**src/rtl/unaligned_splitter.sv**
```systemverilog
module unaligned_splitter #(
  parameter int ADDR_W = 32
) (
  input  logic              clk,
  input  logic              rst_n,
  input  logic              cpu_req,
  input  logic [ADDR_W-1:0] cpu_addr,
  input  logic [1:0]        cpu_size,
  input  logic              cpu_we,
  input  logic [31:0]       cpu_wdata,
  output logic              cpu_ready,
  output logic [31:0]       cpu_rdata,
  output logic              bus_req,
  output logic [ADDR_W-1:0] bus_addr,
  output logic [1:0]        bus_size,
  output logic              bus_we,
  output logic [3:0]        bus_be,
  output logic [31:0]       bus_wdata,
  input  logic              bus_ready,
  input  logic [31:0]       bus_rdata
);

  typedef enum logic [1:0] {S_IDLE, S_BUS, S_DONE} state_t;

  state_t            state;
  logic [ADDR_W-1:0] r_addr;
  logic [1:0]        r_size;
  logic              r_we;
  logic [31:0]       r_wdata;
  logic [1:0]        idx;
  logic [31:0]       acc;

  logic [1:0]  off, rel, psize, npieces, lane;
  logic [3:0]  smask;
  logic [31:0] lmask, rd_piece;
  logic [4:0]  rel_sh, lane_sh;
  logic        last;

  assign off = r_addr[1:0];

  always_comb begin
    npieces = 2'd1;
    if (r_size == 2'd1 && off[0])
      npieces = 2'd2;
    else if (r_size[1] && off == 2'd2)
      npieces = 2'd2;
    else if (r_size[1] && off[0])
      npieces = 2'd3;
  end

  always_comb begin
    rel   = 2'd0;
    psize = r_size[1] ? 2'd2 : r_size;
    if (r_size == 2'd1 && off[0]) begin
      psize = 2'd0;
      rel   = {1'b0, idx[0]};
    end else if (r_size[1] && off == 2'd2) begin
      psize = 2'd1;
      rel   = idx[0] ? 2'd2 : 2'd0;
    end else if (r_size[1] && off[0]) begin
      case (idx)
        2'd0:    begin psize = 2'd0; rel = 2'd0; end
        2'd1:    begin psize = 2'd1; rel = 2'd1; end
        default: begin psize = 2'd0; rel = 2'd3; end
      endcase
    end
  end

  assign last     = (idx == npieces - 2'd1);
  assign bus_addr = r_addr + ADDR_W'(rel);
  assign lane     = bus_addr[1:0];
  assign rel_sh   = {rel, 3'b000};
  assign lane_sh  = {lane, 3'b000};
  assign smask    = (psize == 2'd0) ? 4'b0001 : (psize == 2'd1) ? 4'b0011 : 4'b1111;
  assign lmask    = {{8{smask[3]}}, {8{smask[2]}}, {8{smask[1]}}, {8{smask[0]}}};
  assign rd_piece = (bus_rdata >> lane_sh) & lmask;

  assign bus_req   = (state == S_BUS);
  assign bus_size  = psize;
  assign bus_we    = r_we;
  assign bus_be    = smask << lane;
  assign bus_wdata = ((r_wdata >> rel_sh) & lmask) << lane_sh;
  assign cpu_ready = (state == S_DONE);
  assign cpu_rdata = acc;

  always_ff @(posedge clk or negedge rst_n) begin
    if (!rst_n) begin
      state   <= S_IDLE;
      r_addr  <= '0;
      r_size  <= 2'd0;
      r_we    <= 1'b0;
      r_wdata <= '0;
      idx     <= 2'd0;
      acc     <= '0;
    end else begin
      case (state)
        S_IDLE: if (cpu_req) begin
          r_addr  <= cpu_addr;
          r_size  <= cpu_size;
          r_we    <= cpu_we;
          r_wdata <= cpu_wdata;
          idx     <= 2'd0;
          acc     <= '0;
          state   <= S_BUS;
        end
        S_BUS: if (bus_ready) begin
          if (!r_we) acc <= acc | (rd_piece << rel_sh);
          if (last) state <= S_DONE;
          else      idx   <= idx + 2'd1;
        end
        default: state <= S_IDLE;
      endcase
    end
  end

  assert_aligned_R5: assert property (@(posedge clk) disable iff (!rst_n)
    bus_req |-> (bus_size == 2'd0) || (bus_size == 2'd1 && !bus_addr[0]) ||
                (bus_size == 2'd2 && bus_addr[1:0] == 2'b00));

  assert_be_count_R5: assert property (@(posedge clk) disable iff (!rst_n)
    bus_req |-> ($countones(bus_be) == (32'd1 << bus_size)));

  assert_hold_R6: assert property (@(posedge clk) disable iff (!rst_n)
    bus_req && !bus_ready |=> bus_req && $stable(bus_addr) && $stable(bus_be) &&
                              $stable(bus_size) && $stable(bus_wdata));

  assert_ascend_R6: assert property (@(posedge clk) disable iff (!rst_n)
    bus_req && bus_ready |=> !bus_req ||
      ((bus_addr - $past(bus_addr)) == ADDR_W'(1)) ||
      ((bus_addr - $past(bus_addr)) == ADDR_W'(2)));

  assert_pulse_R9: assert property (@(posedge clk) disable iff (!rst_n)
    cpu_ready |-> !bus_req ##1 !cpu_ready);

endmodule

```
**config.mk**
```make
export PLATFORM = sky130hd
export DESIGN_NAME = unaligned_splitter
export DESIGN_NICKNAME = d
export VERILOG_FILES = /design/src/rtl/unaligned_splitter.sv
export SDC_FILE = /design/constraint.sdc
export NUM_CORES = 1
export LEC_CHECK = 0
export BUFFER_PORTS_ARGS = -buffer_cell sky130_fd_sc_hd__buf_2
export CORE_AREA = 5 5 169 171
export CTS_BUF_LIST = sky130_fd_sc_hd__clkbuf_8
export DETAILED_ROUTE_END_ITERATION = 10
export DIE_AREA = 0 0 174 176
export GPL_TIMING_DRIVEN = 1
export PLACE_DENSITY_LB_ADDON = 0.08
export SLEW_MARGIN = 30
export SYNTH_ARGS = -nofsm -noshare
export SYNTH_HDL_FRONTEND = slang
export SYNTH_SLANG_ARGS = --single-unit
```
**constraint.sdc**
```tcl
create_clock -name clk -period 7 [get_ports clk]
set_clock_uncertainty 0.15 [all_clocks]
set_input_delay 0.7 -clock clk [delete_from_list [all_inputs] [get_ports clk]]
set_output_delay 0.7 -clock clk [all_outputs]
set_load 0.005 [all_outputs]
```
==> impl_metrics.env, run 1 <==
export IMPL_synth_async_sr_flop_share=1.00
export IMPL_start_kind="register"
export IMPL_power_density_nw_per_um2=462
export IMPL_synth_top_area_frac=0.393
export IMPL_ctsHoldBuffers=0
export IMPL_cp_required_ns=6.15
export IMPL_grt_use_total=0.166
export IMPL_fin_crit_sh=0.869
export IMPL_antennaDiodeCount=0
export IMPL_path_class="register to output port"
export IMPL_fin_cells=1320
export IMPL_synth_seq_cells=103
export IMPL_pre_cts_ws_ns=1.35
export IMPL_post_synth_top_count_cell="nand2_1"
export IMPL_grt_max_degree=55
export IMPL_ant_nets=0
export IMPL_critPathCaptureType="output port"
export IMPL_postCtsSetupBuffers=0
export IMPL_grt_pass1_vias=6604
export IMPL_crit_arrival_ns=5.23
export IMPL_drive_above_1_share=0.281
export IMPL_die_width_um=174
export IMPL_drtIter0Drc=418
export IMPL_grt_pass1_wl_um=40000
export IMPL_hp_class="input port to asynchronous set/reset pin"
export IMPL_dr_pass1_iters=5
export IMPL_clk_latency_ns=0.40
export IMPL_grt_setup_unrepaired="false"
export IMPL_cts_resized=0
export IMPL_dp_cells=1304
export IMPL_io_pins=208
export IMPL_initial_utilization=0.246
export IMPL_cts_buffers=9
export IMPL_r2r_slack_ns=1.75
export IMPL_hold_viol=0
export IMPL_finalSetupTns_ns=0
export IMPL_synth_common_cells="251 x nand2_1, 103 x dfrtp_1, 50 x nor2_1"
export IMPL_syn_nets=904
export IMPL_cts_root_buf="clkbuf_8"
export IMPL_synth_edf_count=0
export IMPL_clockBufferDepth=2
export IMPL_avgSynthCellArea_um2=8.25
export IMPL_numClockSinks=103
export IMPL_nNetsFinal=1082
export IMPL_final_util=0.301
export IMPL_synth_area_leader_cell="dfrtp_1"
export IMPL_wire_per_inst_um=19.7
export IMPL_fmax_ghz=0.164
export IMPL_setup_viol=0
export IMPL_yosysWarningCount=0
export IMPL_synthFlopType="dfrtp_1"
export IMPL_h_tree_depth=3
export IMPL_grt_ovfl_total=0
export IMPL_irDropWorstVdd_mv=0.140
export IMPL_dp_hpwl_um=19100
export IMPL_post_dp_cell_area_um2=7880
export IMPL_place_gp_congestion=0.803
export IMPL_status="completed"
export IMPL_die_area_um2=30600
export IMPL_syn_cell_area_um2=6570
export IMPL_min_period_ns=6.08
export IMPL_final_cell_area_um2=8060
export IMPL_worst_slew_pin_slew_ns=0.871
export IMPL_cts_tree="yes"
export IMPL_synth_cell_type_count=68
export IMPL_synth_area_leaders="dfrtp_1 39%, nand2_1 14%, mux2i_1 5.5%, mux2_2 3.9%, nor2_1 2.9%"
export IMPL_clkTransAtPathRegs_ns=0.11
export IMPL_area_growth_pct=22.7
export IMPL_worst_slack_ns=0.917
export IMPL_wl_um=26000
export IMPL_vias=6456
export IMPL_netlist_instances=796
export IMPL_antenna_found_initial=2
export IMPL_core_area_um2=26700
export IMPL_leakage_nw=4.14
export IMPL_die_y_um=176
export IMPL_io_buffers=207
export IMPL_p_total_mw=3.72
export IMPL_drc=0
export IMPL_maxSlewViolCount=0
export IMPL_crit_path_max_fanout=43
export IMPL_avgViaCountPerCell=4.89
export IMPL_hold_slack_ns=0.184
export IMPL_seq_area_frac_synth=0.393
export IMPL_maxCapViolations=0
export IMPL_num_rows=60
export IMPL_relSlewSlack=0.418
==> cells by family (layout without fill, tap and decap cells) <==
kind of cell               after synthesis  after routing  share of synthesized area
and+or+nand+nor                        393            393                      0.269
AOI/OAI and AO/OA                      148            148                      0.154
DFF                                    103            103                      0.393
muxes                                   59             59                     0.0943
buffers and inverters                   58            241                     0.0406
xor gates and xnor gates                30             30                     0.0400
adders and majority gates                5              5                    0.00953
==> where the power goes <==
| group | switching, mW | internal (mW) | leakage, nW |
|---|---|---|---|
| Sequential | 0.322 | 0.865 | 1.31 |
| Clock | 0.245 | 0.130 | 0.0806 |
| Combinational | 1.28 | 0.881 | 2.75 |
| Total | 1.84 | 1.88 | 4.14 |
==> cells in the final DEF (no fill, tap or decap), types with 3 or more instances in the layout <==
cell,Yosys,final
nand4_1,5,5
a221o_1,8,8
inv_1,8,9
and2_1,5,4
xnor2_1,20,20
nand2_1,251,250
nor3_1,3,3
o21ai_0,28,28
o21a_1,3,3
or2_2,3,3
buf_2,15,206
a211o_1,4,4
and3_1,16,16
a222oi_1,5,5
a21oi_1,31,31
dfrtp_1,103,103
nor2_1,50,50
mux2_2,23,23
o221ai_1,7,7
a31oi_1,10,10
nand2b_1,3,3
o2bb2ai_1,9,9
a22oi_1,8,8
o22ai_1,14,14
clkinvlp_4,0,4
nand3_1,24,24
ha_1,5,4
nor2b_1,11,11
mux2i_1,36,36
buf_4,4,8
xor2_1,10,10
clkbuf_8,0,9
==> critical path, cell delays in order (launching register included) <==
cell and delay (ns):
dfrtp_1 0.61, inv_1 0.12, ha_1 0.25, o21a_1 0.19, buf_4 0.26, inv_2 0.08, buf_4 0.40, ha_2 0.29
ha_1 0.45, inv_2 0.58, nand2_1 0.37, inv_1 0.20, nand2_1 0.35, a21boi_0 0.26, o221ai_1 0.24, buf_2 0.16
==> sequential cells by signal, summed over array words and instances, names as in the netlist <==
register,flops
state,2
idx,2
cpu_rdata,32
r_addr,32
bus_we,1
r_wdata,32
r_size,2
==> layout make-up <==
class	count	area [µm²]
Clock inverter	7	50.0
Sequential cell	103	2580
Inverter	10	37.5
Timing Repair Buffer	215	1110
Fill cell	2991	18700
Multi-Input combinational cell	635	3730
Clock buffer	9	124
Tap cell	341	427
==> per-layer routing <==
metal,up-vias,track usage,routed length (µm)
li1,3124,-,-
met1,3052,0.227,11900
met2,245,0.272,12100
met3,31,0.0332,1560
met4,4,0.0422,459
met5,-,0,25
==> path summary, 6_finish.rpt <==
kind,startpoint,endpoint,depth (start not counted)
max,idx[0]$_DFFE_PN0P_,bus_wdata[16],15
min,rst_n,r_addr[25]$_DFFE_PN0P_,1
max reg2reg,idx[0]$_DFFE_PN0P_,cpu_rdata[28]$_DFFE_PN0P_,14
min reg2reg,r_wdata[7]$_DFFE_PN0P_,r_wdata[7]$_DFFE_PN0P_,2
max in group asynchronous,rst_n,r_addr[4]$_DFFE_PN0P_,2
min in group clk,cpu_wdata[0],r_wdata[0]$_DFFE_PN0P_,3
Note: power is estimated with default switching activity, not from simulation.
==> run 2: changes to the inputs <==
--- a/config.mk
+++ b/config.mk
@@ -5,11 +5,12 @@
 export SDC_FILE = /design/constraint.sdc
 export NUM_CORES = 1
 export LEC_CHECK = 0
+export ABC_AREA = 1
 export BUFFER_PORTS_ARGS = -buffer_cell sky130_fd_sc_hd__buf_2
-export CORE_AREA = 5 5 169 171
+export CORE_AREA = 5 5 175 177
 export CTS_BUF_LIST = sky130_fd_sc_hd__clkbuf_8
 export DETAILED_ROUTE_END_ITERATION = 10
-export DIE_AREA = 0 0 174 176
+export DIE_AREA = 0 0 180 182
 export GPL_TIMING_DRIVEN = 1
 export PLACE_DENSITY_LB_ADDON = 0.08
 export SLEW_MARGIN = 30
==> constraint.sdc (replaced) <==
create_clock -name clk -period 7 [get_ports clk]
set_clock_uncertainty 0.15 [all_clocks]
set_input_delay 0.35 -clock clk [delete_from_list [all_inputs] [get_ports clk]]
set_output_delay 0.35 -clock clk [all_outputs]
set_load 0.005 [all_outputs]
==> impl_metrics.env, run 2 <==
export IMPL_wire_per_inst_um=17.1
export IMPL_final_cell_mix="442 x nand2_1, 206 x buf_2, 103 x dfrtp_1"
export IMPL_drive_above_1_share=0.203
export IMPL_fin_crit_sh=0.685
export IMPL_nNetsFinal=1401
export IMPL_area_growth_pct=27.4
export IMPL_critPathCaptureType="output port"
export IMPL_h_tree_depth=3
export IMPL_dr_pass1_iters=5
export IMPL_synth_cell_type_count=38
export IMPL_drc=0
export IMPL_grt_max_degree=100
export IMPL_syn_cell_area_um2=7070
export IMPL_maxSlewViolCount=0
export IMPL_io_buffers=207
export IMPL_worst_slew_pin_slew_ns=0.788
export IMPL_post_synth_top_count_cell="nand2_1"
export IMPL_fmax_ghz=0.209
export IMPL_die_y_um=182
export IMPL_cts_buffers=9
export IMPL_cts_tree="yes"
export IMPL_synth_async_sr_flop_share=1.00
export IMPL_hold_viol=0
export IMPL_grt_ovfl_total=0
export IMPL_dp_hpwl_um=21600
export IMPL_final_common_cell="nand2_1"
export IMPL_numClockSinks=103
export IMPL_die_area_um2=32800
export IMPL_grt_pass1_wl_um=45000
export IMPL_initial_utilization=0.243
export IMPL_antenna_found_initial=0
export IMPL_power_density_nw_per_um2=474
export IMPL_p_total_mw=4.27
export IMPL_grt_pass1_vias=7778
export IMPL_cts_root_buf="clkbuf_8"
export IMPL_cp_required_ns=6.50
export IMPL_ant_nets=0
export IMPL_grt_use_total=0.173
export IMPL_clockBufferDepth=2
export IMPL_antennaDiodeCount=0
export IMPL_num_rows=63
export IMPL_seq_area_frac_synth=0.364
export IMPL_synth_seq_cells=103
export IMPL_hold_path_depth=3
export IMPL_io_pins=208
export IMPL_leakage_nw=4.66
export IMPL_clk_latency_ns=0.39
export IMPL_irDropWorstVdd_mv=0.174
export IMPL_vias=7690
export IMPL_synth_top_area_frac=0.364
export IMPL_synth_area_leaders="dfrtp_1 36%, nand2_1 23%, nand3_1 5.5%, a21oi_1 4.9%, nor2_1 4.4%"
export IMPL_drtIter0Drc=608
export IMPL_wl_um=28900
export IMPL_path_class="register to output port"
export IMPL_synth_edf_count=0
export IMPL_synthFlopType="dfrtp_1"
export IMPL_relSlewSlack=0.475
export IMPL_postCtsSetupBuffers=0
export IMPL_avgSynthCellArea_um2=6.57
export IMPL_crit_arrival_ns=4.29
export IMPL_setup_viol=0
export IMPL_synth_area_leader_cell="dfrtp_1"
export IMPL_hp_class="input port to register"
export IMPL_min_period_ns=4.79
export IMPL_yosysWarningCount=0
export IMPL_die_width_um=180
export IMPL_synth_common_cells="442 x nand2_1, 103 x dfrtp_1, 83 x nor2_1"
export IMPL_place_gp_congestion=0.875
export IMPL_crit_path_max_fanout=55
export IMPL_grt_setup_unrepaired="false"
export IMPL_reg2regPathDepth=16
export IMPL_core_area_um2=29100
export IMPL_maxCapViolations=0
export IMPL_finalSetupTns_ns=0
export IMPL_status="completed"
export IMPL_clkTransAtPathRegs_ns=0.12
export IMPL_start_kind="register"
export IMPL_fillers=3306
export IMPL_avgViaCountPerCell=4.56
export IMPL_netlist_instances=1077
export IMPL_syn_nets=1185
## run 2: per-layer routing
layer | vias to the layer above | share of wire | GRT usage
li1 | 3887 | - | -
met1 | 3515 | 0.46 | 0.233
met2 | 258 | 0.46 | 0.286
met3 | 30 | 0.054 | 0.0327
met4 | 0 | 0.020 | 0.0427
met5 | - | 0 | 0
## run 2: layout make-up
cell class | instances | area [µm²] | area share
sequential | 103 | 2580 | 0.286
multi-input combinational | 842 | 3900 | 0.433
tap | 390 | 488 | 0.0542
clock inverter | 7 | 66.3 | 0.00736
timing repair buffer | 259 | 1550 | 0.172
inverter | 78 | 298 | 0.0331
clock buffer | 9 | 124 | 0.0138
## run 2: kinds of logic (layout without fill, tap and decap cells)
family / Yosys count / in the layout / share of synthesized area
AND/OR/NAND/NOR: 667 / 667 / 0.399
AO/OA/AOI/OAI: 150 / 150 / 0.118
XOR/XNOR: 20 / 20 / 0.0248
adder cells (fa/ha/maj): 5 / 5 / 0.00885
flip-flops: 103 / 103 / 0.364
buffers and inverters: 132 / 353 / 0.0849
## run 2: power by group
part	internal [mW]	leakage, nW	switching (mW)
clock network	0.137	0.0945	0.253
registers	0.856	1.31	0.237
logic	0.918	3.26	1.87
total	1.91	4.66	2.36
## run 2: worst max-delay path, stage by stage (launching register included)
cell and delay (ns):
dfrtp_1 0.43, inv_1 0.16, ha_1 0.16, or2_1 0.54, nand2_8 0.38, ha_1 0.35
ha_1 0.28, buf_4 0.34, clkinv_1 0.15, nand2_1 0.44, inv_1 0.21, nand4_1 0.14
o211ai_1 0.12, buf_2 0.15
## run 2: metrics by stage
step	setup slack (ns)	cells	hold slack [ns]	instance area, µm²	utilization
2_1_floorplan	3.59	1077	-0.0956	7070	-
3_3_place_gp	2.80	1629	0.281	8370	0.288
3_5_place_dp	2.59	1629	0.273	8370	0.288
4_1_cts	2.15	1687	0.000672	8980	0.309
5_1_grt	1.81	1688	0.00652	9010	0.310
6_report	2.21	1688	0.0148	9010	0.310
## run 2: worst paths after layout
path | from | slack [ns] | to
setup / recovery | idx[0]$_DFFE_PN0P_ | 2.21 | bus_wdata[16]
hold / removal | cpu_wdata[23] | 0.01 | r_wdata[23]$_DFFE_PN0P_
setup reg to reg | idx[0]$_DFFE_PN0P_ | 2.78 | cpu_rdata[15]$_DFFE_PN0P_
hold reg to reg | r_wdata[5]$_DFFE_PN0P_ | 0.35 | r_wdata[5]$_DFFE_PN0P_
max in group asynchronous | rst_n | 5.10 | r_addr[29]$_DFFE_PN0P_
min in group asynchronous | rst_n | 0.34 | cpu_rdata[22]$_DFFE_PN0P_
## run 2: repair_timing
| action | 4_1_cts | 5_1_grt |
|---|---|---|
| hold endpoints to repair | 87 | 0 |
| hold buffers | 42 | 0 |
| gates resized for setup | 0 | 0 |
==> run 3: changes to the inputs <==
==> constraint.sdc (replaced) <==
create_clock -name clk -period 4.7 [get_ports clk]
set_clock_uncertainty 0.15 [all_clocks]
set_input_delay 0.235 -clock clk [delete_from_list [all_inputs] [get_ports clk]]
set_output_delay 0.235 -clock clk [all_outputs]
set_load 0.005 [all_outputs]
==> impl_metrics.env, run 3 (synthesis gave the netlist of run 2 again) <==
export IMPL_crit_path_max_fanout=31
export IMPL_start_kind="register"
export IMPL_die_width_um=180
export IMPL_worst_slew_pin_slew_ns=0.895
export IMPL_dp_hpwl_um=21500
export IMPL_hold_slack_ns=0.0886
export IMPL_drc=0
export IMPL_drtIter0Drc=521
export IMPL_maxSlewViolCount=0
export IMPL_numClockSinks=103
export IMPL_wl_um=29300
export IMPL_initial_utilization=0.243
export IMPL_status="completed"
export IMPL_min_period_ns=4.03
export IMPL_relSlewSlack=0.402
export IMPL_grt_setup_unrepaired="false"
export IMPL_final_util=0.321
export IMPL_grt_ovfl_total=0
export IMPL_hp_class="input port to register"
export IMPL_maxUsedRoutingLayer="met4"
export IMPL_finalSetupTns_ns=0
export IMPL_maxCapViolations=0
export IMPL_final_cell_mix="442 x nand2_1, 206 x buf_2, 103 x dfrtp_1"
export IMPL_multiInputGateArea_um2=3900
export IMPL_h_tree_depth=3
export IMPL_die_area_um2=32800
export IMPL_met1Wirelength_um=13600
export IMPL_path_class="register to output port"
export IMPL_num_rows=63
export IMPL_wire_per_inst_um=17.0
export IMPL_grt_pass1_wl_um=45700
export IMPL_setup_viol=0
export IMPL_nNetsFinal=1434
export IMPL_antenna_found_initial=0
export IMPL_avgViaCountPerCell=4.55
export IMPL_cts_tree="yes"
export IMPL_grt_max_degree=80
export IMPL_clockBufferDepth=2
export IMPL_io_buffers=207
export IMPL_r2r_slack_ns=1.07
export IMPL_cts_buffers=9
export IMPL_vias=7827
export IMPL_fillers=3303
export IMPL_core_area_um2=29100
export IMPL_cts_root_buf="clkbuf_8"
export IMPL_place_gp_congestion=0.876
export IMPL_clkTransAtPathRegs_ns=0.11
export IMPL_routed_wl_met3_um=1540
export IMPL_die_y_um=182
export IMPL_ant_nets=0
export IMPL_grt_pass1_vias=7955
export IMPL_final_common_cell="nand2_1"
export IMPL_dr_wl_met2_um=13600
export IMPL_clk_latency_ns=0.38
export IMPL_leakage_nw=4.82
export IMPL_fmax_ghz=0.248
export IMPL_reg2regPathDepth=12
export IMPL_cts_resized=0
export IMPL_irDropWorstVdd_mv=0.313
export IMPL_fin_crit_sh=0.858
export IMPL_hold_viol=0
export IMPL_cp_required_ns=4.32
export IMPL_io_pins=208
export IMPL_grt_use_total=0.176
export IMPL_hold_path_depth=5
export IMPL_area_growth_pct=32.0
export IMPL_regArea_um2=2580
export IMPL_drive_above_1_share=0.201
export IMPL_power_density_nw_per_um2=691
export IMPL_crit_arrival_ns=3.65
export IMPL_antennaDiodeCount=0
export IMPL_dr_pass1_iters=5
export IMPL_p_total_mw=6.44
export IMPL_critPathCaptureType="output port"
run 3: cell count changes in the layout (fill, tap and decap cells not counted), sizes merged:
cell,change
dlygate4sd3,+27
buf,+6
clkinv,-2
inv,+2
bufinv,+1
clkinvlp,-1
run 3: final timing paths:
path,end,startpoint
max,bus_wdata[17],idx[0]$_DFFE_PN0P_
min,state[1]$_DFFE_PN0P_,cpu_req
max reg2reg,cpu_rdata[18]$_DFFE_PN0P_,idx[0]$_DFFE_PN0P_
min reg2reg,r_wdata[1]$_DFFE_PN0P_,r_wdata[1]$_DFFE_PN0P_
max in group asynchronous,r_addr[27]$_DFFE_PN0P_,rst_n
min in group asynchronous,cpu_rdata[14]$_DFFE_PN0P_,rst_n
run 3: per-stage QoR:
stage,setup WS [ns],cells,area (µm²)
3_5_place_dp,1.06,1635,8410
2_1_floorplan,1.40,1077,7070
4_1_cts,0.625,1719,9300
6_report,0.668,1721,9330
3_3_place_gp,1.17,1635,8410
5_1_grt,0.384,1721,9330
run 3: what timing repair did:
item	CTS	global route
setup buffers	0	0
hold endpoints to repair	109	1
hold buffers	68	1
run 3: area by class of cell:
| class | instances | share of cell area |
|---|---|---|
| clock inverters | 7 | 0.00858 |
| multi-input cells | 842 | 0.417 |
| inverters | 78 | 0.0319 |
| flip-flops and latches | 103 | 0.276 |
| clock buffers | 9 | 0.0133 |
| repair buffers | 292 | 0.200 |
| well taps | 390 | 0.0523 |
run 3: routing by layer:
metal / vias to the layer above / track usage
li1: 3957 / -
met5: - / 0
met2: 236 / 0.292
met4: 0 / 0.0451
met1: 3605 / 0.238
met3: 29 / 0.0308
run 3: power breakdown:
part	leakage (nW)	internal, mW	switching (mW)
clock network	0.108	0.255	0.371
registers	1.31	1.27	0.342
logic	3.40	1.40	2.80
total	4.82	2.93	3.51
run 3: worst max-delay path, cell delays in order (launching register included):
cell and delay [ns]:
dfrtp_1 0.43, inv_1 0.17, ha_1 0.16, or2_1 0.54, nand2_8 0.06, ha_1 0.32
buf_4 0.34, nand2_1 0.51, inv_1 0.32, nand4_1 0.14, o211ai_1 0.12, buf_2 0.15
